<file path="config.mk">
export PLATFORM = sky130hd
export DESIGN_NAME = vco_band_cal
export DESIGN_NICKNAME = d
export VERILOG_FILES = /design/src/rtl/vcal_pkg.sv /design/src/rtl/vcal_trial_timer.sv /design/src/rtl/vcal_sar.sv /design/src/rtl/vcal_cp_calc.sv /design/src/rtl/vco_band_cal.sv
export SDC_FILE = /design/constraint.sdc
export NUM_CORES = 1
export LEC_CHECK = 0
export BUFFER_PORTS_ARGS = -buffer_cell sky130_fd_sc_hd__buf_4
export CAP_MARGIN = 0
export CORE_AREA = 2 2 129 131
export CTS_BUF_LIST = sky130_fd_sc_hd__clkbuf_4
export CTS_CLUSTER_DIAMETER = 30
export CTS_CLUSTER_SIZE = 25
export DETAILED_ROUTE_END_ITERATION = 16
export DIE_AREA = 0 0 131 133
export GPL_ROUTABILITY_DRIVEN = 0
export MAX_ROUTING_LAYER = met4
export PLACE_DENSITY_LB_ADDON = 0.15
export SYNTH_ARGS = -nofsm -noshare
export SYNTH_HDL_FRONTEND = slang
export SYNTH_HIERARCHICAL = 1
export SYNTH_SLANG_ARGS = --single-unit
</file>
<file path="constraint.sdc">
create_clock -name clk -period 9.4 [get_ports clk]
set_input_delay 1.88 -clock clk [delete_from_list [all_inputs] [get_ports clk]]
set_output_delay 1.88 -clock clk [all_outputs]
set_load 0.05 [all_outputs]
</file>
<file path="src/rtl/vcal_pkg.sv">
// Package: shared state encoding for the band calibrator.
// Assumes nothing beyond being compiled before every other design file.
package vcal_pkg;

    // Controller phases of one calibration run, in the order they occur.
    typedef enum logic [2:0] {
        ST_IDLE    = 3'd0,
        ST_SETTLE  = 3'd1,
        ST_COUNT   = 3'd2,
        ST_CMP     = 3'd3,
        ST_BW_LOAD = 3'd4,
        ST_BW_DIV  = 3'd5,
        ST_BW_FIN  = 3'd6
    } vcal_state_e;

endpackage

</file>
<file path="src/rtl/vcal_trial_timer.sv">
// Module: vcal_trial_timer
// Times the settle interval and the counting window of one trial. It also counts
// oscillator pulses that fall inside the window.
// Assumes: settle_en and count_en are never high together, fb_tick is at most
// one pulse per cycle, and SETTLE_CYC >= 1.
module vcal_trial_timer #(
    parameter int SETTLE_CYC = 16,
    parameter int WIN_CYC    = 512,
    parameter int CNT_W      = $clog2(WIN_CYC + 1)
) (
    input  logic             clk,
    input  logic             rst_n,
    input  logic             settle_en,
    input  logic             count_en,
    input  logic             fb_tick,
    output logic             settle_last,
    output logic             win_last,
    output logic [CNT_W-1:0] edge_cnt
);

    localparam int LONGEST = (SETTLE_CYC > WIN_CYC) ? SETTLE_CYC : WIN_CYC;
    localparam int TMR_W   = (LONGEST > 1) ? $clog2(LONGEST) : 1;

    logic [TMR_W-1:0] tmr_q;
    logic             phase_end;

    assign settle_last = settle_en && (tmr_q == TMR_W'(SETTLE_CYC - 1));
    assign win_last    = count_en  && (tmr_q == TMR_W'(WIN_CYC - 1));
    assign phase_end   = settle_last || win_last;

    // Phase timer: counts cycles in settle or count and restarts at each phase end.
    always_ff @(posedge clk) begin
        if (!rst_n) begin
            tmr_q <= '0;
        end else if ((settle_en || count_en) && !phase_end) begin
            tmr_q <= tmr_q + 1'b1;
        end else begin
            tmr_q <= '0;
        end
    end

    // Pulse counter: cleared while settling, advanced by pulses inside the window.
    always_ff @(posedge clk) begin
        if (!rst_n) begin
            edge_cnt <= '0;
        end else if (settle_en) begin
            edge_cnt <= '0;
        end else if (count_en && fb_tick) begin
            edge_cnt <= edge_cnt + 1'b1;
        end
    end

endmodule

</file>
<file path="src/rtl/vcal_sar.sv">
// Module: vcal_sar
// Successive-approximation band search that keeps the best code seen. Each
// compare step measures the error of the current trial, stores the trial if its
// error is strictly smaller than the stored one, and then decides the bit under
// test.
// Assumes: a higher code gives a higher frequency, and init and step are never
// high together.
module vcal_sar #(
    parameter int BAND_W = 6,
    parameter int CNT_W  = 10,
    parameter int TGT_W  = 19
) (
    input  logic              clk,
    input  logic              rst_n,
    input  logic              init,
    input  logic              step,
    input  logic [CNT_W-1:0]  meas_cnt,
    input  logic [TGT_W-1:0]  target,
    output logic [BAND_W-1:0] trial_code,
    output logic [BAND_W-1:0] best_code,
    output logic              last_trial
);

    localparam logic [BAND_W-1:0] TOP_BIT = {1'b1, {(BAND_W-1){1'b0}}};

    logic [BAND_W-1:0] mask_q;
    logic [TGT_W-1:0]  best_err_q;
    logic [TGT_W-1:0]  cnt_ext;
    logic [TGT_W-1:0]  err;
    logic              too_fast;
    logic              better;

    assign cnt_ext    = TGT_W'(meas_cnt);
    assign too_fast   = cnt_ext > target;
    assign err        = too_fast ? (cnt_ext - target) : (target - cnt_ext);
    assign better     = err < best_err_q;
    assign last_trial = (mask_q == '0);

    // Search register: starts at the MSB trial and resolves one bit per step.
    always_ff @(posedge clk) begin
        if (!rst_n) begin
            trial_code <= '0;
            mask_q     <= '0;
        end else if (init) begin
            trial_code <= TOP_BIT;
            mask_q     <= TOP_BIT;
        end else if (step && !last_trial) begin
            trial_code <= (too_fast ? (trial_code & ~mask_q) : trial_code) | (mask_q >> 1);
            mask_q     <= mask_q >> 1;
        end
    end

    // Best-so-far store: the earliest trial with the smallest error wins.
    always_ff @(posedge clk) begin
        if (!rst_n) begin
            best_code  <= '0;
            best_err_q <= '1;
        end else if (init) begin
            best_err_q <= '1;
        end else if (step && better) begin
            best_code  <= trial_code;
            best_err_q <= err;
        end
    end

endmodule

</file>
<file path="src/rtl/vcal_cp_calc.sv">
// Module: vcal_cp_calc
// Works out the charge-pump code round(div * CP_K / gain), where the band gain is
// KV_BASE + band. A restoring divider produces one quotient bit per step, and the
// result is clamped to the range 1 to 2^CP_W-1.
// Assumes: load comes one cycle before a run of exactly NUM_W step cycles.
module vcal_cp_calc #(
    parameter int DIV_W   = 9,
    parameter int BAND_W  = 6,
    parameter int CP_W    = 7,
    parameter int CP_K    = 20,
    parameter int KV_BASE = 16
) (
    input  logic              clk,
    input  logic              rst_n,
    input  logic              load,
    input  logic              step,
    input  logic [DIV_W-1:0]  div_ratio,
    input  logic [BAND_W-1:0] band,
    output logic              last_step,
    output logic [CP_W-1:0]   cp_sat
);

    localparam int NUM_W  = DIV_W + $clog2(CP_K) + 1;
    localparam int GAIN_W = $clog2(KV_BASE + (1 << BAND_W));
    localparam int IT_W   = $clog2(NUM_W);
    localparam int CP_MAX = (1 << CP_W) - 1;

    logic [GAIN_W-1:0] gain_now;
    logic [GAIN_W-1:0] gain_q;
    logic [NUM_W-1:0]  dvd_q;
    logic [NUM_W-1:0]  quo_q;
    logic [GAIN_W-1:0] rem_q;
    logic [GAIN_W:0]   rem_sh;
    logic              fits;
    logic [IT_W-1:0]   it_q;

    assign gain_now  = GAIN_W'(KV_BASE) + GAIN_W'(band);
    assign rem_sh    = {rem_q, dvd_q[NUM_W-1]};
    assign fits      = rem_sh >= {1'b0, gain_q};
    assign last_step = step && (it_q == IT_W'(NUM_W - 1));

    // Divider datapath: loads the rounded numerator, then one restoring step per cycle.
    always_ff @(posedge clk) begin
        if (!rst_n) begin
            gain_q <= '0;
            dvd_q  <= '0;
            quo_q  <= '0;
            rem_q  <= '0;
            it_q   <= '0;
        end else if (load) begin
            gain_q <= gain_now;
            dvd_q  <= NUM_W'(div_ratio) * NUM_W'(CP_K) + NUM_W'(gain_now >> 1);
            quo_q  <= '0;
            rem_q  <= '0;
            it_q   <= '0;
        end else if (step) begin
            rem_q  <= fits ? GAIN_W'(rem_sh - {1'b0, gain_q}) : GAIN_W'(rem_sh);
            quo_q  <= {quo_q[NUM_W-2:0], fits};
            dvd_q  <= dvd_q << 1;
            it_q   <= it_q + 1'b1;
        end
    end

    // Clamp: keep the quotient within the current range, never below one step.
    always_comb begin
        if (quo_q > NUM_W'(CP_MAX)) begin
            cp_sat = CP_W'(CP_MAX);
        end else if (quo_q == '0) begin
            cp_sat = CP_W'(1);
        end else begin
            cp_sat = quo_q[CP_W-1:0];
        end
    end

endmodule

</file>
<file path="src/rtl/vco_band_cal.sv">
// Module: vco_band_cal (top)
// Automatic coarse band calibration by frequency comparison. It sequences seven
// trials (settle, count, compare), then the charge-pump computation, then done.
// Assumes: fb_tick is synchronous to clk with at most one pulse per cycle, and
// clk is the reference clock.
module vco_band_cal #(
    parameter int BAND_W     = 6,
    parameter int DIV_W      = 9,
    parameter int CP_W       = 7,
    parameter int CP_K       = 20,
    parameter int KV_BASE    = 16,
    parameter int SETTLE_CYC = 16,
    parameter int WIN_CYC    = 512,
    parameter int PRE_LOG2   = 9
) (
    input  logic              clk,
    input  logic              rst_n,
    input  logic              start,
    input  logic [DIV_W-1:0]  div_ratio,
    input  logic              fb_tick,
    output logic [BAND_W-1:0] band_code,
    output logic [CP_W-1:0]   cp_code,
    output logic              done
);

    import vcal_pkg::*;

    localparam int CNT_W = $clog2(WIN_CYC + 1);
    localparam int TGT_W = DIV_W + CNT_W;

    vcal_state_e       state_q;
    logic [DIV_W-1:0]  div_q;
    logic [TGT_W-1:0]  target;
    logic              settle_last;
    logic              win_last;
    logic [CNT_W-1:0]  edge_cnt;
    logic [BAND_W-1:0] trial_code;
    logic [BAND_W-1:0] best_code;
    logic              last_trial;
    logic              div_last;
    logic [CP_W-1:0]   cp_sat;
    logic              accept;
    logic              in_search;

    assign accept    = (state_q == ST_IDLE) && start;
    assign in_search = (state_q == ST_SETTLE) || (state_q == ST_COUNT) || (state_q == ST_CMP);
    assign target    = TGT_W'((TGT_W'(div_q) * TGT_W'(WIN_CYC)) >> PRE_LOG2);
    assign band_code = in_search ? trial_code : best_code;

    vcal_trial_timer #(
        .SETTLE_CYC (SETTLE_CYC),
        .WIN_CYC    (WIN_CYC),
        .CNT_W      (CNT_W)
    ) u_timer (
        .clk         (clk),
        .rst_n       (rst_n),
        .settle_en   (state_q == ST_SETTLE),
        .count_en    (state_q == ST_COUNT),
        .fb_tick     (fb_tick),
        .settle_last (settle_last),
        .win_last    (win_last),
        .edge_cnt    (edge_cnt)
    );

    vcal_sar #(
        .BAND_W (BAND_W),
        .CNT_W  (CNT_W),
        .TGT_W  (TGT_W)
    ) u_sar (
        .clk        (clk),
        .rst_n      (rst_n),
        .init       (accept),
        .step       (state_q == ST_CMP),
        .meas_cnt   (edge_cnt),
        .target     (target),
        .trial_code (trial_code),
        .best_code  (best_code),
        .last_trial (last_trial)
    );

    vcal_cp_calc #(
        .DIV_W   (DIV_W),
        .BAND_W  (BAND_W),
        .CP_W    (CP_W),
        .CP_K    (CP_K),
        .KV_BASE (KV_BASE)
    ) u_cp (
        .clk       (clk),
        .rst_n     (rst_n),
        .load      (state_q == ST_BW_LOAD),
        .step      (state_q == ST_BW_DIV),
        .div_ratio (div_q),
        .band      (best_code),
        .last_step (div_last),
        .cp_sat    (cp_sat)
    );

    // Run sequencer: trials, then bandwidth computation, then publish the results.
    always_ff @(posedge clk) begin
        if (!rst_n) begin
            state_q <= ST_IDLE;
            div_q   <= '0;
            cp_code <= '0;
            done    <= 1'b0;
        end else begin
            case (state_q)
                ST_IDLE: begin
                    if (start) begin
                        div_q   <= div_ratio;
                        done    <= 1'b0;
                        state_q <= ST_SETTLE;
                    end
                end
                ST_SETTLE:  if (settle_last) state_q <= ST_COUNT;
                ST_COUNT:   if (win_last)    state_q <= ST_CMP;
                ST_CMP:     state_q <= last_trial ? ST_BW_LOAD : ST_SETTLE;
                ST_BW_LOAD: state_q <= ST_BW_DIV;
                ST_BW_DIV:  if (div_last)    state_q <= ST_BW_FIN;
                ST_BW_FIN: begin
                    cp_code <= cp_sat;
                    done    <= 1'b1;
                    state_q <= ST_IDLE;
                end
                default:    state_q <= ST_IDLE;
            endcase
        end
    end

endmodule

</file>
==> flow_metrics.env, run 1 <==
export IMPL_hold_violations=0
export IMPL_synth_area_mux_share=0.0863
export IMPL_grt_max_degree=57
export IMPL_worst_endpoint_required_ns=9.88
export IMPL_post_synth_main_area_contributors="dfxtp_1, ha_1, mux2i_1, a21oi_1, nand2_1"
export IMPL_seq_power_share=0.534
export IMPL_netlist_area_leader_share=0.313
export IMPL_yosys_area_share_adder=0.122
export IMPL_internal_power_of_the_cells_mw=0.706
export IMPL_worstMarginPinSlew_ns=1.09
export IMPL_max_cap_viol_count=0
export IMPL_fin_nets=1023
export IMPL_post_route_wl_um=16800
export IMPL_crit_path_top_delay_cell="o21ai_1"
export IMPL_drt_pre_antenna_iters=5
export IMPL_effective_utilization_at_floorplan=0.490
export IMPL_synth_top_family_by_area="simple AND/OR/NAND/NOR gates"
export IMPL_grt_antenna_before_repair=1
export IMPL_crit_arrival_ns=5.50
export IMPL_top_usage_layer="met2"
export IMPL_groute_usage_overall=0.208
export IMPL_design_die_area_mm2=0.0174
export IMPL_cts_resized=0
export IMPL_synth_warning_count=6
export IMPL_kind_of_critical_path="flip-flop to flip-flop"
export IMPL_irDropWorstVdd_uv=70.0
export IMPL_setup_worst_path_end_class="flip-flop"
export IMPL_synth_distinct_cells=81
export IMPL_rows=47
export IMPL_syn_area_mm2=0.00792
export IMPL_ctsLongestPathBuffers=2
export IMPL_synth_simple_gate_area_share=0.191
export IMPL_crit_path_start_kind="flip-flop"
export IMPL_layout_filler_cells=1548
export IMPL_crit_buf_inv=1
export IMPL_timing_max_transition_violations_final=0
export IMPL_post_synthesis_compound_gate_area_fraction=0.180
export IMPL_cts_made_buffers=17
export IMPL_grt_util_met1=0.270
export IMPL_placed_area_mm2=0.00831
export IMPL_post_cts_buffers=0
export IMPL_max_freq_mhz=199
export IMPL_max_slew_margin_rel=0.269
export IMPL_post_synth_cell_area_avg_um2=8.85
export IMPL_switchingPower_mw=0.294
export IMPL_timing_final_crit_share=0.533
export IMPL_number_of_global_route_vias_before_repair=5875
export IMPL_setup_total_negative_slack_ns=0
export IMPL_placeable_area_mm2=0.0162
export IMPL_yosysTopAreaCell="dfxtp_1"
export IMPL_drcViolationCount=0
export IMPL_cts_hold_buf=0
export IMPL_met3_usage=0.0429
export IMPL_met2_usage=0.331
export IMPL_main_flop_type_after_synthesis="dfxtp_1"
export IMPL_final_layout_size_suffix_gt1_frac=0.116
export IMPL_area_delta_synth_final_pct=8.09
export IMPL_ys_seq_area_frac=0.313
export IMPL_finalWorstPathRequiredPeriod_ns=5.01
export IMPL_worst_hold_path_type="flip-flop to flip-flop"
export IMPL_setup_violations=0
export IMPL_total_of_buffers_placed_on_input_and_output_ports=26
export IMPL_dieHeight_um=133
export IMPL_rsz0062_at_grt="no"
export IMPL_run_status="finished, final reports clean"
export IMPL_critPathTopFamily="compound AO/OA/AOI/OAI gates"
export IMPL_wl_per_cell_um=14.3
export IMPL_crit_chain="inv_1 > ha_1 > nand4_1 > o22ai_1 > a21o_1 > o21ai_1 > mux2i_1 > xor2_1 > ha_1 > a21o_1 > a211oi_1 > a21oi_1 > or3_1 > nand2_1 > o22a_1"
export IMPL_power_frac_comb=0.126
export IMPL_clk_root_buffer_cell="clkbuf_4"
export IMPL_synthArstFlopShare=0
export IMPL_synthCells=895
export IMPL_cellPowerDensity_mw_per_mm2=117
export IMPL_dpl_hpwl_um=12300
export IMPL_fin_area_mm2=0.00856
export IMPL_setup_reg_to_reg_worst_slack_ns=4.39
export IMPL_synth_xor_area_share=0.0452
export IMPL_via_per_inst=5.26
export IMPL_cellLeakagePower_nw=3.67
export IMPL_cts_htree_levels=4
export IMPL_num_vias=6160
export IMPL_clock_insertion_delay_worst_skew_ns=0.54
export IMPL_power_frac_clock=0.340
export IMPL_grt_pass1_wl_um=28300
export IMPL_slowest_delay_ns=0.81
export IMPL_cts_tree="built"
export IMPL_post_layout_total_power_mw=1.00
export IMPL_dr_first_iter_drc_count=272
export IMPL_finalClockSkew_ns=0.0211
export IMPL_congestion_overflow_gr=0
export IMPL_path_clk_slew_ns=0.12
export IMPL_synth_edff_count=0
export IMPL_clock_sinks=124
export IMPL_count_of_state_elements_after_synthesis=124
export IMPL_num_io_pins=27
export IMPL_drt_antenna_violating_nets=0
export IMPL_worstPathMaxFanout=17
export IMPL_power_switching_share=0.294
export IMPL_chipWidth_um=131
-- final timing paths --
kind | startpoint | to | cells past startpoint
worst max-delay path | div_q[8] | u_sar/best_err_q[14] | 15
worst min-delay path | done | done | 2
worst max register to register | div_q[8] | u_sar/best_err_q[14] | 15
worst min register to register | done | done | 2
-- worst min-delay path: cells and delay by family, from the launching register on --
kind / cells / cell delay [ns]
AND/OR/NAND/NOR: 1 / 0.05
AO/OA/AOI/OAI: 1 / 0.05
flip-flops: 1 / 0.34
-- kinds of logic (layout without fill, tap and decap cells) --
| logic type | after synthesis | in the layout |
|---|---|---|
| DFF | 124 | 124 |
| adders and majority gates | 74 | 74 |
| buffers and inverters | 108 | 132 |
| and+or+nand+nor | 272 | 272 |
| AOI/OAI and AO/OA | 210 | 210 |
| xor gates and xnor gates | 40 | 40 |
| muxes | 66 | 66 |
| other | 1 | 32 |
-- power groups by stage --
stage / combinational, mW / sequential [mW] / clock [mW]
after floorplan: 0.0963 / 0.544 / 0
after global placement: 0.125 / 0.546 / 0
after detailed placement: 0.124 / 0.546 / 0
after CTS: 0.126 / 0.534 / 0.357
after global routing: 0.141 / 0.535 / 0.378
final: 0.126 / 0.534 / 0.340
-- cells in the mapped netlist, drive strengths merged (5+ instances only) --
| cell type | instances |
|---|---|
| nand3b | 5 |
| mux2i | 48 |
| nand4b | 5 |
| o22a | 17 |
| mux2 | 18 |
| ha | 69 |
| and2 | 9 |
| clkbuf | 15 |
| nand3 | 21 |
| o21a | 5 |
| o211a | 5 |
| nor2 | 53 |
| dfxtp | 124 |
| or3b | 5 |
| and3 | 5 |
| inv | 70 |
| or4 | 7 |
| buf | 21 |
| a21oi | 57 |
| nand4 | 10 |
| nand2b | 18 |
| nor2b | 25 |
| a21o | 11 |
| xor2 | 20 |
| a211oi | 7 |
| a21boi | 24 |
| xnor2 | 20 |
| nand2 | 73 |
| o21ai | 47 |
| nor4 | 5 |
| nor3b | 5 |
| fa | 5 |
| or3 | 7 |
| o211ai | 7 |
| nor3 | 11 |
-- per-stage QoR --
step                      hold WS, ns  worst slack (ns)  instances   util
final                           0.473              4.39       1170  0.529
after global placement          0.445              4.56       1137  0.514
after global routing            0.493              4.00       1170  0.529
after detailed placement        0.450              4.45       1137  0.514
after floorplan                 0.436              5.40        925      -
after CTS                       0.474              4.38       1169  0.529
-- layout by cell type, fill, tap and decap left out, drive strengths merged, types with 7 or more instances in the layout --
| master | netlist | layout |
|---|---|---|
| nand2b | 18 | 18 |
| o211ai | 7 | 7 |
| mux2 | 18 | 18 |
| dfxtp | 124 | 124 |
| o22a | 17 | 17 |
| nor3 | 11 | 11 |
| o21ai | 47 | 47 |
| nand3 | 21 | 21 |
| clkinv | 1 | 8 |
| nor2b | 25 | 25 |
| ha | 69 | 69 |
| conb | 1 | 31 |
| a21o | 11 | 11 |
| or3 | 7 | 7 |
| xnor2 | 20 | 20 |
| a21boi | 24 | 24 |
| a21oi | 57 | 57 |
| nand4 | 10 | 10 |
| inv | 70 | 72 |
| and2 | 9 | 9 |
| clkbuf | 15 | 17 |
| or4 | 7 | 7 |
| nand2 | 73 | 73 |
| mux2i | 48 | 48 |
| nor2 | 53 | 53 |
| xor2 | 20 | 20 |
| a211oi | 7 | 7 |
| buf | 21 | 29 |
-- per-layer routing --
metal  up-vias  routed length (µm)
met3        17                 477
met1      2857                8230
li1       3215                   -
met5         -                   0
met4         0                 192
met2        71                7870
-- registers in the layout, summed over array words and instances, names as in the netlist, 6 cells and up --
name,flops
u_sar/best_err_q,19
u_cp/dvd_q,15
u_cp/quo_q,15
u_timer/edge_cnt,10
div_q,9
u_timer/tmr_q,9
cp_code,7
u_cp/gain_q,7
u_cp/rem_q,7
u_sar/best_code,6
u_sar/mask_q,6
u_sar/trial_code,6
-- layout make-up --
cell class,count,area [µm²],area share
diodes,1,2.50,0.000292
multi-input cells,693,5060,0.591
inverters,71,272,0.0317
clock buffers,17,128,0.0149
flip-flops and latches,124,2480,0.290
well taps,220,275,0.0322
repair buffers,29,218,0.0254
clock inverters,15,124,0.0145
Note: power is estimated with default switching activity, not from simulation.
==> run 2: changes to the inputs <==
==> constraint.sdc (replaced) <==
create_clock -name clk -period 4.7 [get_ports clk]
set_input_delay 0.94 -clock clk [delete_from_list [all_inputs] [get_ports clk]]
set_output_delay 0.94 -clock clk [all_outputs]
set_load 0.05 [all_outputs]
==> flow_metrics.env, run 2 (synthesis gave the netlist of run 1 again) <==
export IMPL_worstMarginPinSlew_ns=1.09
export IMPL_setup_violations=0
export IMPL_largest_register_ffs=19
export IMPL_post_layout_total_power_mw=2.10
export IMPL_num_vias=6261
export IMPL_grt_max_degree=57
export IMPL_max_freq_mhz=231
export IMPL_irDropWorstVdd_uv=184
export IMPL_worst_endpoint_required_ns=5.15
export IMPL_finalNonFillerCells=1183
export IMPL_timing_max_transition_violations_final=0
export IMPL_worstPathMaxFanout=12
export IMPL_drt_pre_antenna_iters=5
export IMPL_dieHeight_um=133
export IMPL_grt_pass1_wl_um=29000
export IMPL_cts_htree_levels=4
export IMPL_final_layout_size_suffix_gt1_frac=0.131
export IMPL_final_cell_mix="dfxtp_1, nand2_1, inv_1, ha_1, a21oi_1"
export IMPL_cellLeakagePower_nw=3.78
export IMPL_crit_arrival_ns=4.78
export IMPL_kind_of_critical_path="flip-flop to flip-flop"
export IMPL_finalWorstPathRequiredPeriod_ns=4.33
export IMPL_post_route_wl_um=17000
export IMPL_timing_final_crit_share=0.921
export IMPL_path_clk_slew_ns=0.10
export IMPL_effective_utilization_at_floorplan=0.490
export IMPL_groute_usage_overall=0.214
export IMPL_run_status="finished, final reports clean"
export IMPL_finalClockSkew_ns=0.0152
export IMPL_chipWidth_um=131
export IMPL_rows=47
export IMPL_clk_root_buffer_cell="clkbuf_4"
export IMPL_crit_path_start_kind="flip-flop"
export IMPL_drt_antenna_violating_nets=0
export IMPL_largest_registers="u_sar/best_err_q x19, u_cp/dvd_q x15, u_cp/quo_q x15"
export IMPL_dpl_hpwl_um=12500
export IMPL_setup_worst_path_end_class="flip-flop"
export IMPL_drcViolationCount=0
export IMPL_max_slew_margin_rel=0.266
export IMPL_wl_per_cell_um=14.3
export IMPL_post_place_cells=1149
export IMPL_via_per_inst=5.29
export IMPL_ctsLongestPathBuffers=2
export IMPL_clock_insertion_delay_worst_skew_ns=0.53
export IMPL_clock_sinks=124
export IMPL_cts_tree="built"
export IMPL_hold_violations=0
export IMPL_area_delta_synth_final_pct=10.1
export IMPL_cellPowerDensity_mw_per_mm2=241
export IMPL_design_die_area_mm2=0.0174
export IMPL_max_flop_register="u_sar/best_err_q"
export IMPL_congestion_overflow_gr=0
export IMPL_total_of_buffers_placed_on_input_and_output_ports=26
export IMPL_grt_antenna_before_repair=1
export IMPL_placeable_area_mm2=0.0162
export IMPL_max_cap_viol_count=0
export IMPL_cts_made_buffers=17
export IMPL_fin_nets=1035
export IMPL_number_of_global_route_vias_before_repair=6049
export IMPL_num_io_pins=27
export IMPL_dr_first_iter_drc_count=243
export IMPL_layout_commonest_cell="dfxtp_1"
export IMPL_worst_hold_path_type="flip-flop to flip-flop"
-- run 2: cell count changes in the layout (fill, tap and decap cells not counted), sizes merged --
cell and change:
buf +12, clkinv +4, clkbuf +1, inv -2, clkinvlp -5, diode +1
bufinv +2
-- run 2: layout make-up --
| cell class | count | area (µm²) |
|---|---|---|
| clock buffers | 18 | 135 |
| repair buffers | 41 | 308 |
| multi-input cells | 693 | 5080 |
| fillers | 1561 | 7460 |
| well taps | 220 | 275 |
| clock inverters | 14 | 153 |
| inverters | 71 | 272 |
| flip-flops and latches | 124 | 2480 |
| diodes | 2 | 5.00 |
-- run 2: per-layer routing --
metal  share of wire  global-route usage
met5               0                   -
met4           0.012              0.0544
met3           0.030              0.0453
met2            0.47               0.347
met1            0.48               0.270
-- run 2: repair_timing --
item                                    4_1_cts  5_1_grt
endpoints found under the setup margin        0       22
hold buffers                                  0        0
resized for setup                             0        7
setup buffers                                 0        0
-- run 2: final timing paths --
check / startpoint / to / slack (ns) / cells after the start
setup reg to reg: div_q[6] / u_sar/best_code[0] / 0.37 / 17
hold / removal: u_sar/best_err_q[3] / u_sar/best_err_q[3] / 0.47 / 1
setup / recovery: div_q[6] / u_sar/best_code[0] / 0.37 / 17
hold reg to reg: u_sar/best_err_q[3] / u_sar/best_err_q[3] / 0.47 / 1
-- run 2: critical path, cell delays in order, from the launching register on --
cell,delay (ns)
dfxtp_1,0.44
inv_1,0.07
ha_1,0.42
a21oi_1,0.31
o22ai_1,0.13
a21o_1,0.21
o21ai_1,0.17
buf_4,0.22
mux2i_1,0.27
xor2_1,0.22
ha_1,0.28
a21o_1,0.16
a211oi_1,0.22
a21oi_1,0.08
or3_1,0.36
buf_4,0.19
or3b_1,0.34
a21boi_0,0.15
-- run 2: stage by stage --
step           hold slack (ns)   util  setup TNS (ns)  cell area [µm²]  setup WS, ns
3_5_place_dp             0.450  0.519               0             8400         0.214
4_1_cts                  0.477  0.537               0             8680         0.172
5_1_grt                  0.489  0.539        -0.00790             8720      -0.00658
6_report                 0.473  0.539               0             8720         0.372
3_3_place_gp             0.445  0.519               0             8400         0.296
2_1_floorplan            0.436      -               0             8030         0.705
-- run 2: report_power, final --
part | internal, mW | switching [mW]
Clock | 0.367 | 0.407
Sequential | 1.06 | 0.00835
Combinational | 0.101 | 0.161
Total | 1.52 | 0.577
